<file path="src/rtl/sgi_disp_pkg.sv">
package sgi_disp_pkg;
   localparam int ID_W      = 10;
   localparam int SRC_W     = 3;
   localparam int CODE_W    = SRC_W + ID_W;
   localparam logic [CODE_W-1:0] SPURIOUS = 13'h03FF;

   typedef enum logic [1:0] {
      FLT_LIST   = 2'd0,
      FLT_OTHERS = 2'd1,
      FLT_SELF   = 2'd2,
      FLT_ALL    = 2'd3
   } flt_e;

   typedef enum logic [1:0] {
      OP_SEND = 2'd0,
      OP_SETB = 2'd1,
      OP_CLRB = 2'd2,
      OP_NONE = 2'd3
   } op_e;
endpackage

</file>
<file path="src/rtl/sgi_target_dec.sv">
module sgi_target_dec
   import sgi_disp_pkg::*;
#(
   parameter int NUM_CPU = 4,
   parameter int CPU_W   = 2
) (
   input  logic [1:0]         flt,
   input  logic [NUM_CPU-1:0] list,
   input  logic [CPU_W-1:0]   writer,
   output logic [NUM_CPU-1:0] targets
);
   logic [NUM_CPU-1:0] self_oh;
   logic [NUM_CPU-1:0] all_cpu;

   assign self_oh = NUM_CPU'(1) << writer;
   assign all_cpu = '1;

   always_comb begin
      unique case (flt_e'(flt))
         FLT_LIST:   targets = list;
         FLT_OTHERS: targets = all_cpu & ~self_oh;
         FLT_SELF:   targets = self_oh;
         default:    targets = all_cpu;
      endcase
   end
endmodule

</file>
<file path="src/rtl/sgi_cell.sv">
module sgi_cell
   import sgi_disp_pkg::*;
#(
   parameter int NUM_CPU = 4
) (
   input  logic               clk,
   input  logic               rst_n,
   input  logic               set_en,
   input  logic [NUM_CPU-1:0] set_bits,
   input  logic               clr_en,
   input  logic [NUM_CPU-1:0] clr_bits,
   input  logic               ack_en,
   output logic               pend_q,
   output logic [SRC_W-1:0]   src_idx
);
   logic [NUM_CPU-1:0] mask_q, mask_d, low_oh;
   logic               pend_d, ack_take;

   assign low_oh   = mask_q & (~mask_q + NUM_CPU'(1));
   assign ack_take = ack_en & pend_q;

   always_comb begin
      src_idx = '0;
      for (int k = NUM_CPU - 1; k >= 0; k--) begin
         if (mask_q[k]) src_idx = SRC_W'(k);
      end
   end

   always_comb begin
      mask_d = mask_q;
      pend_d = pend_q;
      if (ack_take) begin
         mask_d = mask_q & ~low_oh;
         pend_d = |mask_d;
      end else if (set_en) begin
         mask_d = mask_q | set_bits;
         pend_d = 1'b1;
      end else if (clr_en) begin
         mask_d = mask_q & ~clr_bits;
         pend_d = pend_q & (|mask_d);
      end
   end

   always_ff @(posedge clk) begin
      if (!rst_n) begin
         mask_q <= '0;
         pend_q <= 1'b0;
      end else begin
         mask_q <= mask_d;
         pend_q <= pend_d;
      end
   end


   ack_clears_src_chk: assert property (@(posedge clk) disable iff (!rst_n)
      ack_take |=> (mask_q & $past(low_oh)) == '0);

   set_marks_chk: assert property (@(posedge clk) disable iff (!rst_n)
      (set_en && !ack_take) |=> pend_q && ((mask_q & $past(set_bits)) == $past(set_bits)));

   clr_empty_drop_chk: assert property (@(posedge clk) disable iff (!rst_n)
      (clr_en && !set_en && !ack_take && ((mask_q & ~clr_bits) == '0)) |=> !pend_q);

   no_growth_chk: assert property (@(posedge clk) disable iff (!rst_n)
      (!set_en || ack_take) |=> (mask_q & ~$past(mask_q)) == '0);

   idle_ack_chk: assert property (@(posedge clk) disable iff (!rst_n)
      (ack_en && !pend_q && !set_en && !clr_en) |=> $stable(mask_q) && !pend_q);
endmodule

</file>
<file path="src/rtl/sgi_ack_enc.sv">
module sgi_ack_enc
   import sgi_disp_pkg::*;
#(
   parameter int NUM_SGI = 16,
   parameter int SEL_W   = 4
) (
   input  logic                     clk,
   input  logic                     rst_n,
   input  logic [SEL_W-1:0]         sel,
   input  logic [NUM_SGI-1:0]       pend_row,
   input  logic [NUM_SGI*SRC_W-1:0] src_row,
   output logic [CODE_W-1:0]        val
);
   always_comb begin
      val = SPURIOUS;
      for (int i = 0; i < NUM_SGI; i++) begin
         if (sel == SEL_W'(i) && pend_row[i])
            val = {src_row[i*SRC_W +: SRC_W], ID_W'(i)};
      end
   end


   spurious_code_chk: assert property (@(posedge clk) disable iff (!rst_n)
      ((pend_row >> sel) & NUM_SGI'(1)) == '0 |-> val == SPURIOUS);

   id_echo_chk: assert property (@(posedge clk) disable iff (!rst_n)
      ((pend_row >> sel) & NUM_SGI'(1)) != '0 |-> val[ID_W-1:0] == ID_W'(sel));
endmodule

</file>
<file path="src/rtl/sgi_dispatch.sv">
module sgi_dispatch
   import sgi_disp_pkg::*;
#(
   parameter int NUM_CPU = 4,
   parameter int NUM_SGI = 16,
   localparam int CPU_W  = (NUM_CPU > 1) ? $clog2(NUM_CPU) : 1,
   localparam int SEL_W  = (NUM_SGI > 1) ? $clog2(NUM_SGI) : 1
) (
   input  logic                        clk,
   input  logic                        rst_n,
   input  logic                        wr_en,
   input  logic [1:0]                  wr_kind,
   input  logic [CPU_W-1:0]            wr_cpu,
   input  logic [SEL_W-1:0]            wr_sel,
   input  logic [31:0]                 wr_data,
   input  logic [NUM_CPU-1:0]          ack_req,
   input  logic [NUM_CPU*SEL_W-1:0]    ack_sel,
   output logic [NUM_CPU*CODE_W-1:0]   ack_val,
   output logic [NUM_CPU*NUM_SGI-1:0]  pend_out
);
   localparam int FLT_LSB  = 24;
   localparam int LIST_LSB = 16;

   initial begin
      cpu_range_chk: assert (NUM_CPU >= 1 && NUM_CPU <= 8)
         else $error("NUM_CPU must lie in 1..8");
      sgi_range_chk: assert (NUM_SGI >= 2 && NUM_SGI <= 16 && (NUM_SGI & (NUM_SGI - 1)) == 0)
         else $error("NUM_SGI must be a power of two in 2..16");
   end

   logic                     is_send, is_setb, is_clrb, id_ok;
   logic [NUM_CPU-1:0]       targets, writer_oh, bank_bits;
   logic [ID_W-1:0]          send_id;
   logic                     unused_ok;

   assign is_send   = wr_en && (op_e'(wr_kind) == OP_SEND);
   assign is_setb   = wr_en && (op_e'(wr_kind) == OP_SETB);
   assign is_clrb   = wr_en && (op_e'(wr_kind) == OP_CLRB);
   assign send_id   = wr_data[ID_W-1:0];
   assign id_ok     = send_id < ID_W'(NUM_SGI);
   assign writer_oh = NUM_CPU'(1) << wr_cpu;
   assign bank_bits = wr_data[NUM_CPU-1:0];
   assign unused_ok = ^wr_data;

   sgi_target_dec #(.NUM_CPU(NUM_CPU), .CPU_W(CPU_W)) u_dec (
      .flt     (wr_data[FLT_LSB +: 2]),
      .list    (wr_data[LIST_LSB +: NUM_CPU]),
      .writer  (wr_cpu),
      .targets (targets)
   );

   for (genvar c = 0; c < NUM_CPU; c++) begin : g_cpu
      logic [NUM_SGI-1:0]       pend_row;
      logic [NUM_SGI*SRC_W-1:0] src_row;
      logic [SEL_W-1:0]         my_sel;
      logic                     is_writer;

      assign my_sel    = ack_sel[c*SEL_W +: SEL_W];
      assign is_writer = writer_oh[c];

      for (genvar i = 0; i < NUM_SGI; i++) begin : g_sgi
         logic send_hit, bank_hit;
         assign send_hit = is_send && id_ok && (send_id[SEL_W-1:0] == SEL_W'(i)) && targets[c];
         assign bank_hit = is_writer && (wr_sel == SEL_W'(i));

         sgi_cell #(.NUM_CPU(NUM_CPU)) u_cell (
            .clk      (clk),
            .rst_n    (rst_n),
            .set_en   (send_hit || (is_setb && bank_hit)),
            .set_bits (is_send ? writer_oh : bank_bits),
            .clr_en   (is_clrb && bank_hit),
            .clr_bits (bank_bits),
            .ack_en   (ack_req[c] && (my_sel == SEL_W'(i))),
            .pend_q   (pend_row[i]),
            .src_idx  (src_row[i*SRC_W +: SRC_W])
         );
      end

      sgi_ack_enc #(.NUM_SGI(NUM_SGI), .SEL_W(SEL_W)) u_enc (
         .clk      (clk),
         .rst_n    (rst_n),
         .sel      (my_sel),
         .pend_row (pend_row),
         .src_row  (src_row),
         .val      (ack_val[c*CODE_W +: CODE_W])
      );

      assign pend_out[c*NUM_SGI +: NUM_SGI] = pend_row;
   end


   oversize_id_chk: assert property (@(posedge clk) disable iff (!rst_n)
      (is_send && !id_ok && ack_req == '0) |=> pend_out == $past(pend_out));
endmodule

</file>
<file path="config.mk">
export PLATFORM = sky130hd
export DESIGN_NAME = sgi_dispatch
export DESIGN_NICKNAME = d
export VERILOG_FILES = /design/src/rtl/sgi_disp_pkg.sv /design/src/rtl/sgi_target_dec.sv /design/src/rtl/sgi_cell.sv /design/src/rtl/sgi_ack_enc.sv /design/src/rtl/sgi_dispatch.sv
export SDC_FILE = /design/constraint.sdc
export NUM_CORES = 2
export LEC_CHECK = 0
export BUFFER_PORTS_ARGS = -buffer_cell sky130_fd_sc_hd__buf_2
export CORE_AREA = 2 2 295 297
export CTS_CLUSTER_SIZE = 24
export DETAILED_ROUTE_END_ITERATION = 10
export DIE_AREA = 0 0 297 299
export PLACE_DENSITY = 0.53
export SETUP_SLACK_MARGIN = 0.15
export SLEW_MARGIN = 15
export SYNTH_ARGS = -nofsm -noshare
export SYNTH_HDL_FRONTEND = slang
export SYNTH_SLANG_ARGS = --single-unit
</file>
<file path="constraint.sdc">
create_clock -name clk -period 2.1 [get_ports clk]
set_input_delay 0.21 -clock clk [delete_from_list [all_inputs] [get_ports clk]]
set_output_delay 0.21 -clock clk [all_outputs]
set_load 0.05 [all_outputs]
</file>
==> impl_metrics.tcl <==
set metrics [dict create \
    dpl_cell_area_sq_mm 0.0337 \
    violations "negative setup slack" \
    worst_path_max_delay_cell "or4_4" \
    synth-seq-cells 320 \
    drt-total-wl_um 132000 \
    rows 108 \
    reg2reg_depth 5 \
    relSlewSlack 0.416 \
    core_area_sq_mm 0.0859 \
    period_needed_ns 2.74 \
    startpoint "g_cpu[2].g_sgi[13].u_cell.mask_q[2]" \
    h-tree-depth 2 \
    grt_setup_unrepaired "yes" \
    syn_inst 3648 \
    reg2reg_from "g_cpu[0].g_sgi[11].u_cell.pend_q" \
    grt_max_degree 58 \
    io_pins 179 \
    worst_path_dominant_cell_family "simple AND/OR/NAND/NOR gates" \
    place_congestion 0.955 \
    dieArea_sq_mm 0.0888 \
    die_h_um 299 \
    holdCritPathClass "primary input to flip-flop" \
    regToRegSetupSlack_ns 0.24 \
    crit_fanout 2 \
    firstDrtPassIters 6 \
    root_buffer "clkbuf_16" \
    clkTransAtPathRegs_ns 0.06 \
    power_leakage_nw 13.8 \
    worstPathCellList "inv_1 -> a21oi_2 -> buf_4 -> nor3_1 -> or4_1 -> or4_4 -> buf_8" \
    pwr_density_cell_mw_per_mm2 441 \
    setup_viol 41 \
    peakVddDrop_mv 0.665 \
    post-dp-hpwl_um 97700 \
    grt_use_total 0.283 \
    critPathKind "flip-flop to output pin" \
    async_reset_ff_frac 0 \
    worstSetupStartpointType "flip-flop" \
    cts_buffer_depth 3 \
    grt_pass1_vias 31000 \
    cp_num_buf_inv 3 \
    fmax_mhz 365 \
    grt-ovfl-total 0 \
    cp.depth 7 \
    num_vias 33100 \
    worstPathArrival_ns 2.53 \
    status "finished with violations" \
    final_area_sq_mm 0.0366 \
    worst_slack_ns -0.643 \
    synth_area_sq_mm 0.0255 \
    yosysWarnings 0 \
    initial_core_util 0.297 \
    finalHoldViolCount 0 \
    fin_skew_ns 0.0148 \
    synthFlopType "dfxtp_1" \
    tightest_slew_ns 0.877 \
    synth_cell_types 103 \
    drt_iter0_markers 3632 \
    slew_violations 0 \
    cts_tree "yes" \
    drc 0 \
    fin_nets 4473 \
    stdcell_count 5601 \
    area_growth_pct 43.6 \
    wl_per_cell_um 23.6 \
    period_share 1.31 \
    final_layout_size_suffix_gt1_frac 0.325 \
    crit_end "ack_val[36]" \
    slowest_delay_ns 0.58 \
    hold_start "ack_req[0]" \
    dp_cells 5477 \
    io_buffers 158 \
    required_ns 1.89 \
    yosysSeqAreaShare 0.251 \
    die_w_um 297 \
    crit_path_end_kind "output pin" \
    syn_avg_cell_area_sq_um 6.99 \
    routed_via_density 5.90 \
    grt_pass1_wl_um 195000 \
    clock-sinks 320 \
    r2r-end "g_cpu[0].g_sgi[11].u_cell.pend_q" \
    synth_edf_count 0 \
    maxCapViolations 0 \
    insertion_delay_ns 0.59 \
    cts_made_buffers 42 \
    antenna_found_initial 7 \
    antenna_left 0 \
]
## cell usage after synthesis, drive strengths merged (13+ instances only)
library cell	instances	area share
a221oi	36	0.012
nand4	64	0.017
nand3	222	0.044
o32ai	51	0.031
maj3	49	0.019
o21a	25	0.0074
o211ai	31	0.0091
o31ai	42	0.014
o311ai	18	0.0062
or2	15	0.0037
o22ai	72	0.018
nor2b	36	0.0088
nor4	26	0.0070
a211oi	34	0.011
and3	39	0.0096
o21ai	271	0.053
a31oi	90	0.022
and2	20	0.0049
o2111ai	20	0.0069
clkbuf	204	0.030
a32oi	33	0.012
a22oi	122	0.036
buf	159	0.040
a21oi	357	0.070
nor2	380	0.056
nor3	164	0.033
dfxtp	320	0.25
or3	31	0.0076
a21o	14	0.0041
a22o	18	0.0062
nor3b	15	0.0051
or4	13	0.0038
nand2	324	0.048
inv	125	0.018
## layout make-up
| type | instances | area, sq um |
|---|---|---|
| antenna | 3 | 7.51 |
| timing repair buffer | 1078 | 8960 |
| tap | 1155 | 1450 |
| multi-input combinational | 2843 | 17800 |
| inverter | 125 | 474 |
| clock buffer | 69 | 1360 |
| sequential | 320 | 6480 |
| clock inverter | 8 | 93.8 |
| fill | 8926 | 49300 |
## what timing repair did
action,in CTS,in global routing
pin swaps,45,40
hold buffers,2,0
endpoints found under the hold margin,2,0
setup buffers,28,14
setup endpoints to repair,48,49
cloned,0,0
gates resized for setup,234,113
## registers in the layout (all words and copies together) (netlist names)
signal / cells
g_cpu.g_sgi.u_cell.mask_q: 256
g_cpu.g_sgi.u_cell.pend_q: 64
## worst register-to-register path, delay by kind of cell, from the launching register on
family          cells  cell delay (ns)
compound gates      1             0.12
buf+inv             2             0.29
flops               1             0.40
simple gates        2             0.99
## where the power goes
part	internal [mW]	switching, mW
Sequential	6.08	0.00998
Clock	4.64	3.14
Combinational	0.770	1.51
Total	11.5	4.65
## through the flow
stage / setup slack (ns) / setup TNS (ns) / hold slack, ns / utilization / power, mW
floorplan: -0.244 / -3.47 / 0.320 / - / 7.18
global placement: -0.245 / -10.14 / 0.494 / 0.392 / 8.39
detailed placement: -0.250 / -12.16 / 0.488 / 0.392 / 8.40
CTS: -0.663 / -14.38 / 0.0599 / 0.421 / 16.1
global route: -0.696 / -14.82 / 0.106 / 0.426 / 16.5
finish: -0.643 / -12.46 / 0.0958 / 0.426 / 16.1
## worst min-delay path by stage
stage | end | slack (ns) | depth (start not counted)
after global placement | g_cpu[1].g_sgi[10].u_cell.pend_q | 0.49 | 2
after detailed placement | g_cpu[1].g_sgi[13].u_cell.mask_q[3] | 0.49 | 2
after CTS | g_cpu[0].g_sgi[5].u_cell.pend_q | 0.06 | 3
final | g_cpu[0].g_sgi[5].u_cell.pend_q | 0.1 | 3
after floorplan | g_cpu[1].g_sgi[10].u_cell.pend_q | 0.32 | 1
after global routing | g_cpu[0].g_sgi[5].u_cell.pend_q | 0.11 | 3
## cells in the final DEF, fill, tap and decap left out, types with 36 or more instances in the layout
cell         n
and3_1      38
nand3_1    193
a31oi_1     90
nor3_1     147
dfxtp_1    264
nor2_1     361
buf_12      58
nand4_1     61
inv_1      117
o21ai_1     40
clkbuf_16   45
a221oi_1    36
o21ai_0    221
nand2_1    314
dfxtp_2     53
buf_2      105
a21oi_1    334
buf_4      835
maj3_1      49
a22oi_1    122
buf_6       49
o22ai_1     71
## kinds of logic (layout without fill, tap and decap cells)
group           Yosys count  after routing  share of synthesized area
simple gates           1423           1423                      0.274
compound gates         1357           1357                      0.362
buf+inv                 488           1280                     0.0887
flops                   320            320                      0.251
fa+ha+maj                49             49                     0.0192
mux                      10             10                    0.00402
other cells               1              7                   0.000147
## per-layer routing
| metal | vias to the layer above | global-route usage | share of wire |
|---|---|---|---|
| met5 | - | 0 | 0.00028 |
| met4 | 6 | 0.142 | 0.055 |
| met3 | 424 | 0.0488 | 0.085 |
| met2 | 1681 | 0.455 | 0.45 |
| met1 | 15700 | 0.366 | 0.41 |
| li1 | 15300 | - | - |
Note: power is estimated with default switching activity, not from simulation.
